**src/rtl/amsc_pkg.sv**
```systemverilog
package amsc_pkg;
  typedef enum logic [2:0] {
    ST_IDLE,
    ST_SETUP,
    ST_STROBE,
    ST_HOLD,
    ST_TAIL
  } phase_e;

  localparam int RD_TAIL_SPAN      = 7;
  localparam int WR_TAIL_HOLD      = 3;
  localparam int WR_TAIL_ZERO_HOLD = 4;
  localparam int EXT_MIN_SUM       = 4;
endpackage

```
**src/rtl/amsc_rdy_sync.sv**
```systemverilog
module amsc_rdy_sync #(
  parameter int unsigned STAGES   = 2,
  parameter int unsigned MIN_HIGH = 2
) (
  input  logic clk_i,
  input  logic rst_ni,
  input  logic rdy_i,
  output logic release_o
);
  localparam int unsigned HIST_W = (MIN_HIGH > 1) ? MIN_HIGH - 1 : 1;

  logic [STAGES-1:0] sync_q;
  logic              rdy_s;

  always_ff @(posedge clk_i or negedge rst_ni) begin
    if (!rst_ni) sync_q <= '1;
    else         sync_q <= {sync_q[STAGES-2:0], rdy_i};
  end
  assign rdy_s = sync_q[STAGES-1];

  generate
    if (MIN_HIGH > 1) begin : g_window
      logic [HIST_W-1:0] hist_q;
      if (HIST_W > 1) begin : g_shift
        always_ff @(posedge clk_i or negedge rst_ni) begin
          if (!rst_ni) hist_q <= '1;
          else         hist_q <= {hist_q[HIST_W-2:0], rdy_s};
        end
      end else begin : g_single
        always_ff @(posedge clk_i or negedge rst_ni) begin
          if (!rst_ni) hist_q <= '1;
          else         hist_q <= rdy_s;
        end
      end
      assign release_o = rdy_s & (&hist_q);
    end else begin : g_direct
      assign release_o = rdy_s;
    end
  endgenerate
endmodule

```
**src/rtl/amsc_tail_cnt.sv**
```systemverilog
module amsc_tail_cnt #(
  parameter int unsigned CNT_W = 4
) (
  input  logic             clk_i,
  input  logic             rst_ni,
  input  logic             load_i,
  input  logic [CNT_W-1:0] len_i,
  input  logic             clear_i,
  output logic             active_o,
  output logic             last_o
);
  logic [CNT_W-1:0] cnt_q;

  always_ff @(posedge clk_i or negedge rst_ni) begin
    if (!rst_ni)             cnt_q <= '0;
    else if (clear_i)        cnt_q <= '0;
    else if (load_i)         cnt_q <= len_i;
    else if (cnt_q != '0)    cnt_q <= cnt_q - CNT_W'(1);
  end

  assign active_o = (cnt_q != '0);
  assign last_o   = (cnt_q == CNT_W'(1));

  AST_TAIL_LOAD_NONZERO: assert property (@(posedge clk_i) disable iff (!rst_ni)
    load_i && !clear_i |=> active_o) else $error("tail load of zero length");
endmodule

```
**src/rtl/async_mem_strobe_ctrl.sv**
```systemverilog
module async_mem_strobe_ctrl
  import amsc_pkg::*;
#(
  parameter int unsigned ADDR_W       = 20,
  parameter int unsigned DATA_W       = 32,
  parameter int unsigned CNT_W        = 4,
  parameter int unsigned SYNC_STAGES  = 2,
  parameter int unsigned RDY_MIN_HIGH = 2
) (
  input  logic                clk_i,
  input  logic                rst_ni,
  input  logic                req_valid_i,
  output logic                req_ready_o,
  input  logic                req_write_i,
  input  logic [ADDR_W-1:0]   req_addr_i,
  input  logic [DATA_W/8-1:0] req_be_i,
  input  logic [DATA_W-1:0]   req_wdata_i,
  input  logic [CNT_W-1:0]    cfg_rd_setup_i,
  input  logic [CNT_W-1:0]    cfg_rd_strobe_i,
  input  logic [CNT_W-1:0]    cfg_rd_hold_i,
  input  logic [CNT_W-1:0]    cfg_wr_setup_i,
  input  logic [CNT_W-1:0]    cfg_wr_strobe_i,
  input  logic [CNT_W-1:0]    cfg_wr_hold_i,
  output logic                mem_ce_no,
  output logic [DATA_W/8-1:0] mem_be_no,
  output logic [ADDR_W-1:0]   mem_addr_o,
  output logic                mem_oe_no,
  output logic                mem_re_no,
  output logic                mem_we_no,
  output logic [DATA_W-1:0]   mem_wdata_o,
  output logic                mem_wdata_oe_o,
  input  logic [DATA_W-1:0]   mem_rdata_i,
  input  logic                mem_rdy_i,
  output logic                rsp_done_o,
  output logic [DATA_W-1:0]   rsp_rdata_o
);
  localparam int unsigned BE_W = DATA_W / 8;
  localparam int unsigned SUM_W = CNT_W + 1;

  phase_e           state_q, state_d;
  logic [CNT_W-1:0] cnt_q, cnt_d;
  logic [CNT_W-1:0] str_q, hold_q, tail_q;
  logic             ext_q, dir_q;
  logic [BE_W-1:0]  be_q;
  logic [ADDR_W-1:0] addr_q;
  logic [DATA_W-1:0] wdata_q, rdata_q;
  logic             done_q;

  logic             accept, strobe_end, tail_load, tail_clr;
  logic             rdy_rel, tail_active, tail_last;
  logic [CNT_W-1:0] sel_setup, sel_str, sel_hold, sel_tail;
  logic [SUM_W-1:0] sel_sum;
  logic             sel_ext;
  phase_e           start_state;
  logic [CNT_W-1:0] start_cnt;

  amsc_rdy_sync #(.STAGES(SYNC_STAGES), .MIN_HIGH(RDY_MIN_HIGH)) u_rdy_sync (
    .clk_i     (clk_i),
    .rst_ni    (rst_ni),
    .rdy_i     (mem_rdy_i),
    .release_o (rdy_rel)
  );

  amsc_tail_cnt #(.CNT_W(CNT_W)) u_tail_cnt (
    .clk_i    (clk_i),
    .rst_ni   (rst_ni),
    .load_i   (tail_load),
    .len_i    (tail_q),
    .clear_i  (tail_clr),
    .active_o (tail_active),
    .last_o   (tail_last)
  );

  assign req_ready_o = (state_q == ST_IDLE) || (state_q == ST_TAIL);
  assign accept      = req_valid_i && req_ready_o;

  // per-direction timing picked at acceptance
  always_comb begin
    if (req_write_i) begin
      sel_setup = cfg_wr_setup_i;
      sel_str   = (cfg_wr_strobe_i == '0) ? CNT_W'(1) : cfg_wr_strobe_i;
      sel_hold  = cfg_wr_hold_i;
      sel_tail  = (cfg_wr_hold_i == '0) ? CNT_W'(WR_TAIL_ZERO_HOLD) : CNT_W'(WR_TAIL_HOLD);
    end else begin
      sel_setup = cfg_rd_setup_i;
      sel_str   = (cfg_rd_strobe_i == '0) ? CNT_W'(1) : cfg_rd_strobe_i;
      sel_hold  = cfg_rd_hold_i;
      sel_tail  = (cfg_rd_hold_i >= CNT_W'(RD_TAIL_SPAN)) ? '0
                : CNT_W'(RD_TAIL_SPAN) - cfg_rd_hold_i;
    end
    sel_sum     = {1'b0, sel_setup} + {1'b0, sel_str};
    sel_ext     = (sel_sum >= SUM_W'(EXT_MIN_SUM));
    start_state = (sel_setup != '0) ? ST_SETUP : ST_STROBE;
    start_cnt   = (sel_setup != '0) ? sel_setup : sel_str;
  end

  always_comb begin
    state_d    = state_q;
    cnt_d      = cnt_q;
    strobe_end = 1'b0;
    tail_load  = 1'b0;
    tail_clr   = 1'b0;
    unique case (state_q)
      ST_IDLE: begin
        if (accept) begin
          state_d = start_state;
          cnt_d   = start_cnt;
        end
      end
      ST_SETUP: begin
        if (cnt_q <= CNT_W'(1)) begin
          state_d = ST_STROBE;
          cnt_d   = str_q;
        end else begin
          cnt_d = cnt_q - CNT_W'(1);
        end
      end
      ST_STROBE: begin
        if (cnt_q > CNT_W'(1)) begin
          cnt_d = cnt_q - CNT_W'(1);
        end else if (!ext_q || rdy_rel) begin
          strobe_end = 1'b1;
          if (hold_q != '0) begin
            state_d = ST_HOLD;
            cnt_d   = hold_q;
          end else if (tail_q != '0) begin
            state_d   = ST_TAIL;
            tail_load = 1'b1;
          end else begin
            state_d = ST_IDLE;
          end
        end
      end
      ST_HOLD: begin
        if (cnt_q <= CNT_W'(1)) begin
          if (tail_q != '0) begin
            state_d   = ST_TAIL;
            tail_load = 1'b1;
          end else begin
            state_d = ST_IDLE;
          end
        end else begin
          cnt_d = cnt_q - CNT_W'(1);
        end
      end
      ST_TAIL: begin
        if (accept) begin
          tail_clr = 1'b1;
          state_d  = start_state;
          cnt_d    = start_cnt;
        end else if (tail_last || !tail_active) begin
          state_d = ST_IDLE;
        end
      end
      default: state_d = ST_IDLE;
    endcase
  end

  logic            dir_d, acc_d;
  logic [BE_W-1:0] be_d;
  assign dir_d = accept ? req_write_i : dir_q;
  assign be_d  = accept ? req_be_i : be_q;
  assign acc_d = (state_d == ST_SETUP) || (state_d == ST_STROBE) || (state_d == ST_HOLD);

  always_ff @(posedge clk_i or negedge rst_ni) begin
    if (!rst_ni) begin
      state_q <= ST_IDLE;
      cnt_q   <= '0;
      str_q   <= CNT_W'(1);
      hold_q  <= '0;
      tail_q  <= '0;
      ext_q   <= 1'b0;
      dir_q   <= 1'b0;
      be_q    <= '0;
      addr_q  <= '0;
      wdata_q <= '0;
    end else begin
      state_q <= state_d;
      cnt_q   <= cnt_d;
      dir_q   <= dir_d;
      be_q    <= be_d;
      if (accept) begin
        str_q   <= sel_str;
        hold_q  <= sel_hold;
        tail_q  <= sel_tail;
        ext_q   <= sel_ext;
        addr_q  <= req_addr_i;
        wdata_q <= req_wdata_i;
      end
    end
  end

  // pins registered from next-state decode
  always_ff @(posedge clk_i or negedge rst_ni) begin
    if (!rst_ni) begin
      mem_ce_no      <= 1'b1;
      mem_oe_no      <= 1'b1;
      mem_re_no      <= 1'b1;
      mem_we_no      <= 1'b1;
      mem_be_no      <= '1;
      mem_wdata_oe_o <= 1'b0;
      done_q         <= 1'b0;
      rdata_q        <= '0;
    end else begin
      mem_ce_no      <= (state_d == ST_IDLE);
      mem_oe_no      <= !(acc_d && !dir_d);
      mem_re_no      <= !((state_d == ST_STROBE) && !dir_d);
      mem_we_no      <= !((state_d == ST_STROBE) && dir_d);
      mem_be_no      <= acc_d ? ~be_d : '1;
      mem_wdata_oe_o <= acc_d && dir_d;
      done_q         <= strobe_end;
      if (strobe_end && !dir_q) rdata_q <= mem_rdata_i;
    end
  end

  assign mem_addr_o  = addr_q;
  assign mem_wdata_o = wdata_q;
  assign rsp_done_o  = done_q;
  assign rsp_rdata_o = rdata_q;

  AST_ONE_STROBE: assert property (@(posedge clk_i) disable iff (!rst_ni)
    !(!mem_re_no && !mem_we_no)) else $error("both strobes low");
  AST_STROBE_IN_CE: assert property (@(posedge clk_i) disable iff (!rst_ni)
    (!mem_re_no || !mem_we_no) |-> !mem_ce_no) else $error("strobe without chip enable");
  AST_HOLD_STABLE: assert property (@(posedge clk_i) disable iff (!rst_ni)
    (state_q == ST_HOLD) |-> ($stable(mem_addr_o) && $stable(mem_be_no))) else $error("access fields moved in hold");
  AST_BUSY_IGNORED: assert property (@(posedge clk_i) disable iff (!rst_ni)
    (req_valid_i && !req_ready_o) |=> $stable(mem_addr_o)) else $error("request taken while busy");
  AST_DONE_AFTER_STROBE: assert property (@(posedge clk_i) disable iff (!rst_ni)
    rsp_done_o |-> ($past(!mem_re_no || !mem_we_no) && mem_re_no && mem_we_no)) else $error("done misplaced");
  AST_NOT_READY_STRETCH: assert property (@(posedge clk_i) disable iff (!rst_ni)
    (state_q == ST_STROBE && cnt_q <= CNT_W'(1) && ext_q && !rdy_rel) |=> !(mem_re_no && mem_we_no))
    else $error("strobe ended without ready");
  AST_TAIL_QUIET: assert property (@(posedge clk_i) disable iff (!rst_ni)
    (state_q == ST_TAIL) |-> (!mem_ce_no && mem_oe_no && !mem_wdata_oe_o && mem_re_no && mem_we_no))
    else $error("tail drives access signals");
endmodule

```
**config.mk**
```make
export PLATFORM = sky130hd
export DESIGN_NAME = async_mem_strobe_ctrl
export DESIGN_NICKNAME = d
export VERILOG_FILES = /design/src/rtl/amsc_pkg.sv /design/src/rtl/amsc_rdy_sync.sv /design/src/rtl/amsc_tail_cnt.sv /design/src/rtl/async_mem_strobe_ctrl.sv
export SDC_FILE = /design/constraint.sdc
export NUM_CORES = 1
export LEC_CHECK = 0
export ABC_AREA = 0
export BUFFER_PORTS_ARGS = -buffer_cell sky130_fd_sc_hd__buf_2
export CELL_PAD_IN_SITES_DETAIL_PLACEMENT = 1
export CELL_PAD_IN_SITES_GLOBAL_PLACEMENT = 1
export CORE_MARGIN = 10
export CORE_UTILIZATION = 36
export CTS_CLUSTER_DIAMETER = 30
export DETAILED_ROUTE_END_ITERATION = 6
export PLACE_DENSITY_LB_ADDON = 0.1
export SETUP_SLACK_MARGIN = 0.15
export SLEW_MARGIN = 20
export SYNTH_ARGS = -nofsm -noshare
export SYNTH_HDL_FRONTEND = slang
export SYNTH_SLANG_ARGS = --single-unit
```
**constraint.sdc**
```tcl
create_clock -name clk_i -period 2.65 [get_ports clk_i]
set_input_delay 0.3975 -clock clk_i [delete_from_list [all_inputs] [get_ports clk_i]]
set_output_delay 0.3975 -clock clk_i [all_outputs]
set_load 0.01 [all_outputs]
```
==> summary.md, run 1 <==
| Metric | Value |
|---|---|
| Port Buffer Count | `~210` |
| Main synth FF type | `dfrtp_1` |
| Mapped Cells | `about 530` |
| DR vias/cell | `4.88` |
| Worst R2R Path Depth | `5` |
| RSZ-0062 raised after global routing | `no` |
| Post-CTS resize count | `0` |
| WHS Endpoint | `u_rdy_sync.sync_q[0]$_DFF_PN1_` |
| GRT Total Usage | `17.1%` |
| Die height | `143 µm` |
| Worst min-delay path category | `in -> reg` |
| Yosys reg bits | `about 130` |
| Worst vdd ir | `0.000570 V` |
| R2r setup slk | `0.39 ns` |
| Worst Setup Start Kind | `flip-flop` |
| Antenna-violating nets left | `0` |
| Fillers | `approximately 1700` |
| Largest family of logic cells by synthesized area | `simple AND/OR/NAND/NOR gates` |
| Post-CTS Setup Inserts | `0` |
| Count of cell types in the netlist | `47` |
| GR Overflow Total | `0` |
| Xor/xnor share of the synthesized area | `less than 1%` |
| Worst skew pair latency | `between 0.4 and 0.5 ns` |
| Starting Density | `37.1%` |
| CTS tree | `yes` |
| Rows | `44` |
| Full die area | `between 20000 and 25000 µm²` |
| Max Fclk | `roughly 440 MHz` |
| PwrDens | `approximately 1200 nW/µm²` |
| EDFF count, synth | `0` |
| Register area share after synthesis | `between 50% and 60%` |
| Clk slew on worst S/H paths | `0.06 ns` |
| Final setup fails | `0` |
| Fin Setup TNS | `0 ns` |
| CTS Hold Buffers Added | `1` |
| Mapped Area | `5430 µm²` |
| HPWL after DPL | `13100 µm` |
| Largest net degree at the start of global routing | `73` |
| Via count | `4614` |
| MaxCap Viol Count | `0` |
| DR pass1 iterations | `4` |
| Commonest non-fill, non-tap cell in the layout | `buf_2` |
| Initial antenna violation count | `3` |
| Initial DRC Count | `between 150 and 200` |
| CP Data Arrival Time | `between 2 and 3 ns` |
| Layout cells sized above 1 | `40.8%` |
| Final Cell Area | `7340 µm²` |
| DP Area | `between 6000 and 7000 µm²` |
| Post-Syn Nets | `660` |
| Worst Skew | `approximately 0.012 ns` |
| Static Leakage | `0.00397 µW` |
| Final Hold Viols | `0` |
| Final WL | `17400 µm` |
| First-pass GRT wire length | `27600 µm` |
| Tmin final | `~2.3 ns` |
| Status | `complete, no violations` |
| Hold path depth | `1` |
| Multiplexer share of the synthesized area | `10.5%` |
| Most frequent cells in the layout | `buf_2, nand2_1, dfrtp_1` |
| Die Width | `143 µm` |
| Synth-to-Final Area Change | `35.1%` |
| Final GP Congestion | `0.820` |
| Worst-margin pin slew | `slightly below 0.7 ns` |
| Vias in the first global route | `5159` |
| Final std cells w/o fill | `945` |
| Synth Area per Inst | `10.2 µm²` |
| Post-layout util | `between 50 and 60%` |
| DP Cell Count | `about 910` |
| Post-synth ARST share | `100%` |
| DRC viols | `0` |
| Min-delay src | `mem_rdy_i` |
| Fin crit share | `85.4%` |
| Critical Setup Path Class | `reg -> reg` |
| IO Pins | `212` |
| Crit-path max FO | `7` |
| CP endpoint kind | `flip-flop` |
| Reg-to-reg critical path startpoint | `hold_q[0]$_DFFE_PN0P_` |
| Slew headroom | `53.7%` |
| Clock sink total | `126` |
| Yosys warns | `0` |
| Max Slew Vio Count | `0` |
| Clock buffer depth | `2` |
| Simple-Gate Fraction of Synth Area | `19.2%` |
| Core box area | `14600 µm²` |
| Synth Area in Adders | `2.21%` |
| Compound-Gate Fraction of Synth Area | `6.57%` |
| Root Driver | `clkbuf_16` |
| Clock H-tree levels | `4` |
| Routed WL per cell | `approximately 18 µm` |
| Power, Total | `~8600 µW` |
| Layout net count | `around 870` |
| CTS Buf Count | `17` |
| Worst Path Required | `2.96 ns` |
| Worst r2r dst | `mem_wdata_oe_o$_DFF_PN0_` |
## worst max path at each step
stage                                           to  slack (ns)  cells after the start             startpoint
final                     mem_wdata_oe_o$_DFF_PN0_        0.39                      5  hold_q[0]$_DFFE_PN0P_
after global routing      mem_wdata_oe_o$_DFF_PN0_        0.18                      7   cnt_q[0]$_DFFE_PN0P_
after CTS                 mem_wdata_oe_o$_DFF_PN0_        0.36                      5  hold_q[0]$_DFFE_PN0P_
after detailed placement  mem_wdata_oe_o$_DFF_PN0_        0.38                      5  hold_q[0]$_DFFE_PN0P_
after global placement    mem_wdata_oe_o$_DFF_PN0_        0.37                      5  hold_q[0]$_DFFE_PN0P_
after floorplan                  ext_q$_DFFE_PN0P_        0.50                      7            req_write_i
## power breakdown
| group | internal, µW | leakage [µW] | switching (µW) |
|---|---|---|---|
| Sequential | 2730 | 0.00157 | 505 |
| Clock | 1440 | 0.000291 | 875 |
| Combinational | 1270 | 0.00211 | 1780 |
## synthesized netlist by cell type (3+ instances only)
cell      number  share of area, %
nand2_1      197                14
dfrtp_1      114                53
mux2_2        40               8.3
clkbuf_1      21               1.5
o21ai_0       16               1.5
nor2_1        15               1.0
dfstp_2       12               5.8
inv_1         12              0.83
mux2i_1       12               2.2
a21oi_1        9              0.83
ha_1           8               1.8
nor3_1         8              0.74
nand3_1        6              0.55
buf_2          5              0.46
nor4_1         4              0.46
o31ai_1        4              0.55
and2_1         3              0.35
nand2b_1       3              0.35
nor2b_1        3              0.35
o21a_1         3              0.41
o22ai_1        3              0.35
or4_1          3              0.41
## kinds of logic (layout without fill, tap and decap cells)
logic type,Yosys count,after routing
xor gates and xnor gates,2,2
other,0,1
DFF,126,126
AOI/OAI and AO/OA,54,54
and+or+nand+nor,251,251
buffers and inverters,40,266
adders and majority gates,9,9
muxes,52,52
## worst max-delay path: stages, from the launching register on
cell and delay [ns]:
dfrtp_1 0.38, or4_1 0.54, nor3b_1 0.17, and2_1 0.20, or4_1 0.67, and2_4 0.20
## stage by stage
stage	hold WS, ns	setup slack (ns)
6_report	0.0813	0.387
5_1_grt	0.0701	0.182
4_1_cts	0.0656	0.360
3_5_place_dp	0.344	0.383
3_3_place_gp	0.344	0.370
2_1_floorplan	0.102	0.504
## sequential cells by signal, summed over array words and instances (netlist names), 4 cells and up
signal,cells
cnt_q,4
mem_addr_o,20
rsp_rdata_o,32
u_tail_cnt.cnt_q,4
be_q,4
tail_q,4
mem_wdata_o,32
mem_be_no,4
str_q,4
hold_q,4
## final cells by class
type	instances	area (µm²)	share of cell area, %
clock inverters	12	135	1.84
flip-flops and latches	126	3170	43.2
inverters	12	45.0	0.614
diodes	1	2.50	0.0341
well taps	184	230	3.14
repair buffers	222	1180	16.1
multi-input cells	368	2120	28.9
clock buffers	20	457	6.22
## routing by layer
metal	share of wire, %	GRT usage, %	vias to the layer above
met3	9.9	8.13	31
li1	-	-	2200
met2	50	28.6	150
met1	38	18.5	2229
met4	2.1	6.57	4
met5	0.12	0	-
Power figures use the tool's default switching activity.
==> run 2: changes to the inputs <==
ABC_AREA = 1   (was 0)
CORE_UTILIZATION = 35   (was 36)
==> run 2 against run 1 <==
  * Cell count grew 21%
  * Flip-flop and latch count is the same
  * Via count grew 15%
  * Clock power grew 8%
  * Critical path type unchanged
==> summary.md, run 2 <==
| Metric | Value |
|---|---|
| Clock sink total | `126 (unchanged)` |
| CTS Buf Count | `17 (unchanged)` |
| Initial DRC Count | `236 (+41%)` |
| Met2 Track Usage GR | `30.5% (+1.9 points)` |
| Met1 Usage GRT | `18.8% (+0.31 points)` |
| DRC viols | `0 (unchanged)` |
| Die height | `148 µm (+3.9%)` |
| HPWL after DPL | `14600 µm (+11%)` |
| Port Buffer Count | `211 (unchanged)` |
| Count leader, synth | `nand2_1` |
| Fin Setup TNS | `0 ns (unchanged)` |
| Die Width | `148 µm (+3.9%)` |
| Mapped Cells | `701 (+31%)` |
| CTS Hold Buffers Added | `0 (-1)` |
| CTS tree | `yes` |
| GR Overflow Total | `0 (unchanged)` |
| Synth top cells by count | `nand2_1, dfrtp_1, nand3_1, inv_1, nor2_1` |
| Final WL | `19400 µm (+11%)` |
| Static Leakage | `0.00418 µW (+5.4%)` |
| Starting Density | `36.0% (-1.1 points)` |
| Worst R2R Path Depth | `10 (+5)` |
| M3 GR Usage | `8.43% (+0.31 points)` |
| Commonest non-fill, non-tap cell in the layout | `nand2_1` |
| Core box area | `16000 µm² (+9.3%)` |
| Synth top area share | `49.5% (-3.0 points)` |
| EDFF count, synth | `0 (unchanged)` |
| Pre-CTS setup slack | `0.569 ns (+0.186 ns)` |
| Full die area | `22000 µm² (+7.9%)` |
| Mapped Area | `5760 µm² (+6.1%)` |
| Tmin final | `2.12 ns (-0.141 ns)` |
| MaxCap Viol Count | `0 (unchanged)` |
| Area leader, netlist | `dfrtp_1` |
| Clock H-tree levels | `4 (unchanged)` |
| Yosys warns | `0 (unchanged)` |
| Most frequent cells in the layout | `nand2_1, buf_2, dfrtp_1` |
| Post-synth ARST share | `100% (unchanged)` |
| Routed WL per cell | `17.0 µm (-7.5%)` |
| Slack of the critical path | `0.528 ns (+0.141 ns)` |
| CP Data Arrival Time | `2.46 ns (-0.11 ns)` |
| RSZ-0062 raised after global routing | `no` |
| Reg-to-reg critical path startpoint | `cnt_q[0]$_DFFE_PN0P_` |
| DR pass1 iterations | `4 (unchanged)` |
| Synth-to-Final Area Change | `32.5%` |
| Count of cell types in the netlist | `35 (-26%)` |
| Slew headroom | `47.0% (-6.6 points)` |
| Largest net degree at the start of global routing | `72 (-1.4%)` |
| Initial antenna violation count | `1 (-2)` |
| Crit-path max FO | `12 (+5)` |
| PwrDens | `1230 nW/µm² (+4.6%)` |
| Post-layout util | `47.7% (-2.4 points)` |
| IO Pins | `212 (unchanged)` |
| Max Fclk | `471 MHz (+6.7%)` |
| Worst Path Required | `2.99 ns (+0.03 ns)` |
| Via count | `5288 (+15%)` |
| Worst skew pair latency | `0.42 ns (about the same)` |
| GRT Total Usage | `17.7% (+0.58 points)` |
| CP endpoint kind | `flip-flop` |
| Max Slew Vio Count | `0 (unchanged)` |
| Antenna-violating nets left | `0 (unchanged)` |
| Clk slew on worst S/H paths | `0.06 ns (about the same)` |
| Worst min-delay path category | `in -> async` |
| Worst-margin pin slew | `0.789 ns (+0.0943 ns)` |
| Largest cells by area after synthesis | `dfrtp_1, nand2_1, dfstp_2, nand3_1, inv_1` |
| Root Driver | `clkbuf_16` |
| Synth Area per Inst | `8.22 µm² (-19%)` |
| R2r setup slk | `0.53 ns (+0.14 ns)` |
| Worst r2r dst | `u_tail_cnt.cnt_q[2]$_DFFE_PN0P_` |
| Fillers | `2016 (+18%)` |
| Grt peak-use layer | `met2` |
| Layout net count | `1035 (+19%)` |
| Register area share after synthesis | `55.0% (-3.4 points)` |
| Post-Syn Nets | `827 (+25%)` |
| Final setup fails | `0 (unchanged)` |
| Fin crit share | `80.1% (-5.3 points)` |
| Post-CTS Setup Inserts | `0 (unchanged)` |
| Final Hold Viols | `0 (unchanged)` |
| Worst Setup Start Kind | `flip-flop` |
| Rows | `46 (+4.5%)` |
| Layout cells sized above 1 | `31.3% (-9.4 points)` |
| Worst Skew | `0.00598 ns (-0.00580 ns)` |
| Yosys reg bits | `126 (unchanged)` |
| Post-CTS resize count | `0 (unchanged)` |
| Clock buffer depth | `2 (unchanged)` |
| First-pass GRT wire length | `31200 µm (+13%)` |
| DR vias/cell | `4.64 (-4.9%)` |
| Final GP Congestion | `0.798 (-2.7%)` |
| Worst vdd ir | `0.000570 V (about the same)` |
| Main synth FF type | `dfrtp_1` |
| Critical Setup Path Class | `reg -> reg` |
| Vias in the first global route | `5989 (+16%)` |
| Status | `complete, no violations` |
[run 2: changes by cell type after synthesis, moves of 8 or more]
| cell | before | now |
|---|---|---|
| nand2_1 | 197 | 333 |
| nand3_1 | 6 | 52 |
| mux2_2 | 40 | 0 |
| inv_1 | 12 | 39 |
| nor2_1 | 15 | 39 |
| clkbuf_1 | 21 | 3 |
| mux2i_1 | 12 | 0 |
| buf_2 | 5 | 15 |
| inv_2 | 0 | 8 |
[run 2: logic make-up (layout without fill, tap and decap cells)]
family / after synthesis / count (layout) / synth area share, %
AO/OA/AOI/OAI: 36 / 36 / 3.54
adder cells (fa/ha/maj): 9 / 9 / 2.08
buffers and inverters: 76 / 297 / 6.38
AND/OR/NAND/NOR: 451 / 451 / 32.6
XOR/XNOR: 3 / 3 / 0.456
other: 0 / 1 / 0
flip-flops: 126 / 126 / 55.0
[run 2: how the worst max path moves through the flow]
| stage | start | endpoint | slack (ns) |
|---|---|---|---|
| CTS | cnt_q[0]$_DFFE_PN0P_ | u_tail_cnt.cnt_q[2]$_DFFE_PN0P_ | 0.52 |
| detailed placement | cnt_q[0]$_DFFE_PN0P_ | u_tail_cnt.cnt_q[2]$_DFFE_PN0P_ | 0.57 |
| floorplan | req_write_i | ext_q$_DFFE_PN0P_ | 0.85 |
| global placement | req_write_i | ext_q$_DFFE_PN0P_ | 0.67 |
| finish | cnt_q[0]$_DFFE_PN0P_ | u_tail_cnt.cnt_q[2]$_DFFE_PN0P_ | 0.53 |
| global route | cnt_q[0]$_DFFE_PN0P_ | u_tail_cnt.cnt_q[2]$_DFFE_PN0P_ | 0.31 |
[run 2: layout make-up]
cell class	instances	area [µm²]	share of cell area, %
Clock inverter	13	188	2.46
Sequential cell	126	3170	41.5
Timing Repair Buffer	218	1160	15.2
Clock buffer	19	443	5.80
Multi-Input combinational cell	499	2230	29.2
Tap cell	216	270	3.54
Antenna cell	1	2.50	0.0328
Inverter	47	176	2.31
[run 2: power breakdown]
part | switching [µW] | internal (µW)
clock network | 890 | 1600
logic | 2290 | 1280
registers | 497 | 2810
total | 3670 | 5700
[run 2: routing by layer]
layer	up-vias	wire length, µm	part of all wire [%]
li1	2585	-	-
met1	2553	7560	39
met2	132	9810	51
met3	18	1800	9.3
met4	0	199	1.0
met5	-	0	0
[run 2: stage by stage]
stage	power [µW]	cells	hold WS [ns]	area, µm²
after floorplan	5460	701	0.102	5760
after global placement	6800	1106	0.348	7000
after detailed placement	6990	1106	0.351	7000
after CTS	9540	1138	0.0656	7630
after global routing	10200	1138	0.0685	7630
final	9370	1139	0.0508	7640
[run 2: worst max-delay path, stage by stage, from the launching register on]
cell	delay, ns
dfrtp_1	0.43
inv_1	0.15
ha_1	0.22
nor2_1	0.06
nor2_2	0.19
nand2_1	0.12
nor2_1	0.10
o21ai_1	0.28
a21oi_1	0.31
inv_1	0.08
nor2_1	0.09
==> run 3: changes to the inputs <==
clock period = 2.15 ns   (was 2.65 ns; I/O delays follow)
==> run 3 against run 2 <==
  * Critical path depth stayed put
  * Maximum frequency rose by 18%
  * Clock skew rose by 0.0026 ns
  * Critical path type unchanged
  * Sequential power increased by 23%
  * Routed wire length is 0.34% lower
  * Critical endpoint unchanged
  * Count of clock-buffer cells in the layout is the same
  * Via count is 1.4% higher
  * Global-route usage fell by 0.26 points
  * Hold slack lost 0.025 ns
  * Flip-flop and latch count unchanged
==> summary.md, run 3 (synthesis gave the netlist of run 2 again) <==
| Metric | Value |
|---|---|
| Post-layout util | `47.9% (+0.20 points)` |
| Final GP Congestion | `0.775 (-2.9%)` |
| DRC viols | `0 (unchanged)` |
| CTS tree | `yes` |
| Core box area | `16000 µm² (unchanged)` |
| Worst-margin pin slew | `0.524 ns (-0.265 ns)` |
| Layout net count | `1043 (+0.77%)` |
| Full die area | `22000 µm² (unchanged)` |
| Slew headroom | `65.0% (+18 points)` |
| Final setup fails | `0 (unchanged)` |
| Slack of the critical path | `0.350 ns (-0.178 ns)` |
| DR pass1 iterations | `4 (unchanged)` |
| Fin Setup TNS | `0 ns (unchanged)` |
| Crit-path max FO | `6 (-6)` |
| Worst skew pair latency | `0.41 ns (about the same)` |
| Initial antenna violation count | `1 (unchanged)` |
| Vias in the first global route | `5902 (-1.5%)` |
| Commonest non-fill, non-tap cell in the layout | `nand2_1` |
| GR Overflow Total | `0 (unchanged)` |
| Pre-CTS setup slack | `0.112 ns (-0.457 ns)` |
| Status | `complete, no violations` |
| Worst r2r dst | `u_tail_cnt.cnt_q[2]$_DFFE_PN0P_` |
| Most frequent cells in the layout | `nand2_1, buf_2, dfrtp_1` |
| CTS Buf Count | `17 (unchanged)` |
| Final std cells w/o fill | `1147 (+0.70%)` |
| Static Leakage | `0.00421 µW (+0.57%)` |
| Worst vdd ir | `0.000676 V (+19%)` |
| Worst Path Required | `2.44 ns (-0.55 ns)` |
| RSZ-0062 raised after global routing | `no` |
| HPWL after DPL | `14600 µm (-0.30%)` |
| First-pass GRT wire length | `30800 µm (-1.0%)` |
| Rows | `46 (unchanged)` |
| Worst Setup Start Kind | `flip-flop` |
| Crit path to | `u_tail_cnt.cnt_q[2]$_DFFE_PN0P_` |
| DP Cell Count | `1112 (+0.54%)` |
| Die Width | `148 µm (unchanged)` |
| Antenna-violating nets left | `0 (unchanged)` |
| IO Pins | `212 (unchanged)` |
| Worst min-delay path category | `in -> reg` |
| CP Data Arrival Time | `2.09 ns (-0.37 ns)` |
| PwrDens | `1500 nW/µm² (+22%)` |
| Clock buffer depth | `2 (unchanged)` |
| Worst R2R Path Depth | `10 (unchanged)` |
| Largest net degree at the start of global routing | `82 (+14%)` |
| Worst Skew | `0.00855 ns (+0.00257 ns)` |
| GRT Total Usage | `17.4% (-0.26 points)` |
| Via count | `5361 (+1.4%)` |
| Final WL | `19300 µm (-0.34%)` |
| Critical Path Start | `cnt_q[0]$_DFFE_PN0P_` |
| Initial DRC Count | `245 (+3.8%)` |
| Port Buffer Count | `211 (unchanged)` |
| Clk slew on worst S/H paths | `0.06 ns (about the same)` |
| DR vias/cell | `4.67 (+0.67%)` |
| Max Slew Vio Count | `0 (unchanged)` |
| Clock H-tree levels | `4 (unchanged)` |
| Minimum hold slack | `0.0254 ns (-0.0254 ns)` |
| Die height | `148 µm (unchanged)` |
| Final Hold Viols | `0 (unchanged)` |
| Max Fclk | `556 MHz (+18%)` |
| Layout cells sized above 1 | `32.3% (+0.91 points)` |
| Tmin final | `1.80 ns (-0.322 ns)` |
| Starting Density | `36.0% (unchanged)` |
| CP endpoint kind | `flip-flop` |
| Root Driver | `clkbuf_16` |
| Clock sink total | `126 (unchanged)` |
| Fin crit share | `83.7% (+3.7 points)` |
| MaxCap Viol Count | `0 (unchanged)` |
| Critical Setup Path Class | `reg -> reg` |
| Synth-to-Final Area Change | `33.0%` |
| Routed WL per cell | `16.8 µm (-1.0%)` |
| Reg-to-reg critical path startpoint | `cnt_q[0]$_DFFE_PN0P_` |
| R2r setup slk | `0.35 ns (-0.18 ns)` |
[run 3: worst min-delay path by stage]
stage	from	cells after the start	to	slack, ns
after floorplan	rst_ni	0	be_q[0]$_DFF_PN0_	0.03
after global placement	rst_ni	2	str_q[2]$_DFFE_PN0P_	0.34
after detailed placement	rst_ni	2	hold_q[2]$_DFFE_PN0P_	0.34
after CTS	mem_rdy_i	1	u_rdy_sync.sync_q[0]$_DFF_PN1_	0.003
after global routing	mem_rdy_i	1	u_rdy_sync.sync_q[0]$_DFF_PN1_	0.009
final	mem_rdy_i	1	u_rdy_sync.sync_q[0]$_DFF_PN1_	0.03
[run 3: metal layers]
metal / global-route usage (%) / vias to the layer above / part of all wire [%]
li1: - / 2602 / -
met1: 20.2 / 2598 / 41
met2: 29.3 / 149 / 50
met3: 6.64 / 12 / 8.0
met4: 5.30 / 0 / 0.88
met5: 0 / - / 0
[run 3: repair_timing]
| action | 4_1_cts | 5_1_grt |
|---|---|---|
| hold buffers | 1 | 0 |
| buffers inserted | 0 | 1 |
| resized for setup | 1 | 5 |
| endpoints found under the setup margin | 25 | 13 |
| pin swaps | 0 | 2 |
| endpoints found under the hold margin | 84 | 0 |
[run 3: critical path, cell delays in order (launching register included)]
cell and delay, ns:
dfrtp_1 0.41, inv_2 0.10, ha_2 0.20, nor2_1 0.06
nor2_2 0.15, nand2_1 0.12, nor2_1 0.13, o21ai_2 0.12
buf_4 0.18, o21ai_0 0.14, nor2_1 0.07
[run 3: cell type report]
type | count | area (µm²)
Tap cell | 216 | 270
Multi-Input combinational cell | 499 | 2240
Fill cell | 2045 | 8330
Timing Repair Buffer | 226 | 1200
Inverter | 47 | 176
Clock buffer | 19 | 443
Antenna cell | 1 | 2.50
Clock inverter | 13 | 163
Sequential cell | 126 | 3170
[run 3: through the flow]
| stage | cell area, µm² | power [µW] |
|---|---|---|
| 2_1_floorplan | 5760 | 6730 |
| 3_3_place_gp | 7020 | 8410 |
| 3_5_place_dp | 7020 | 8600 |
| 4_1_cts | 7640 | 11700 |
| 5_1_grt | 7670 | 12400 |
| 6_report | 7670 | 11500 |
[run 3: power breakdown]
group	leakage (µW)	switching, µW	internal, µW
clock	0.000290	1100	1860
combinational	0.00245	2830	1600
sequential	0.00147	616	3470
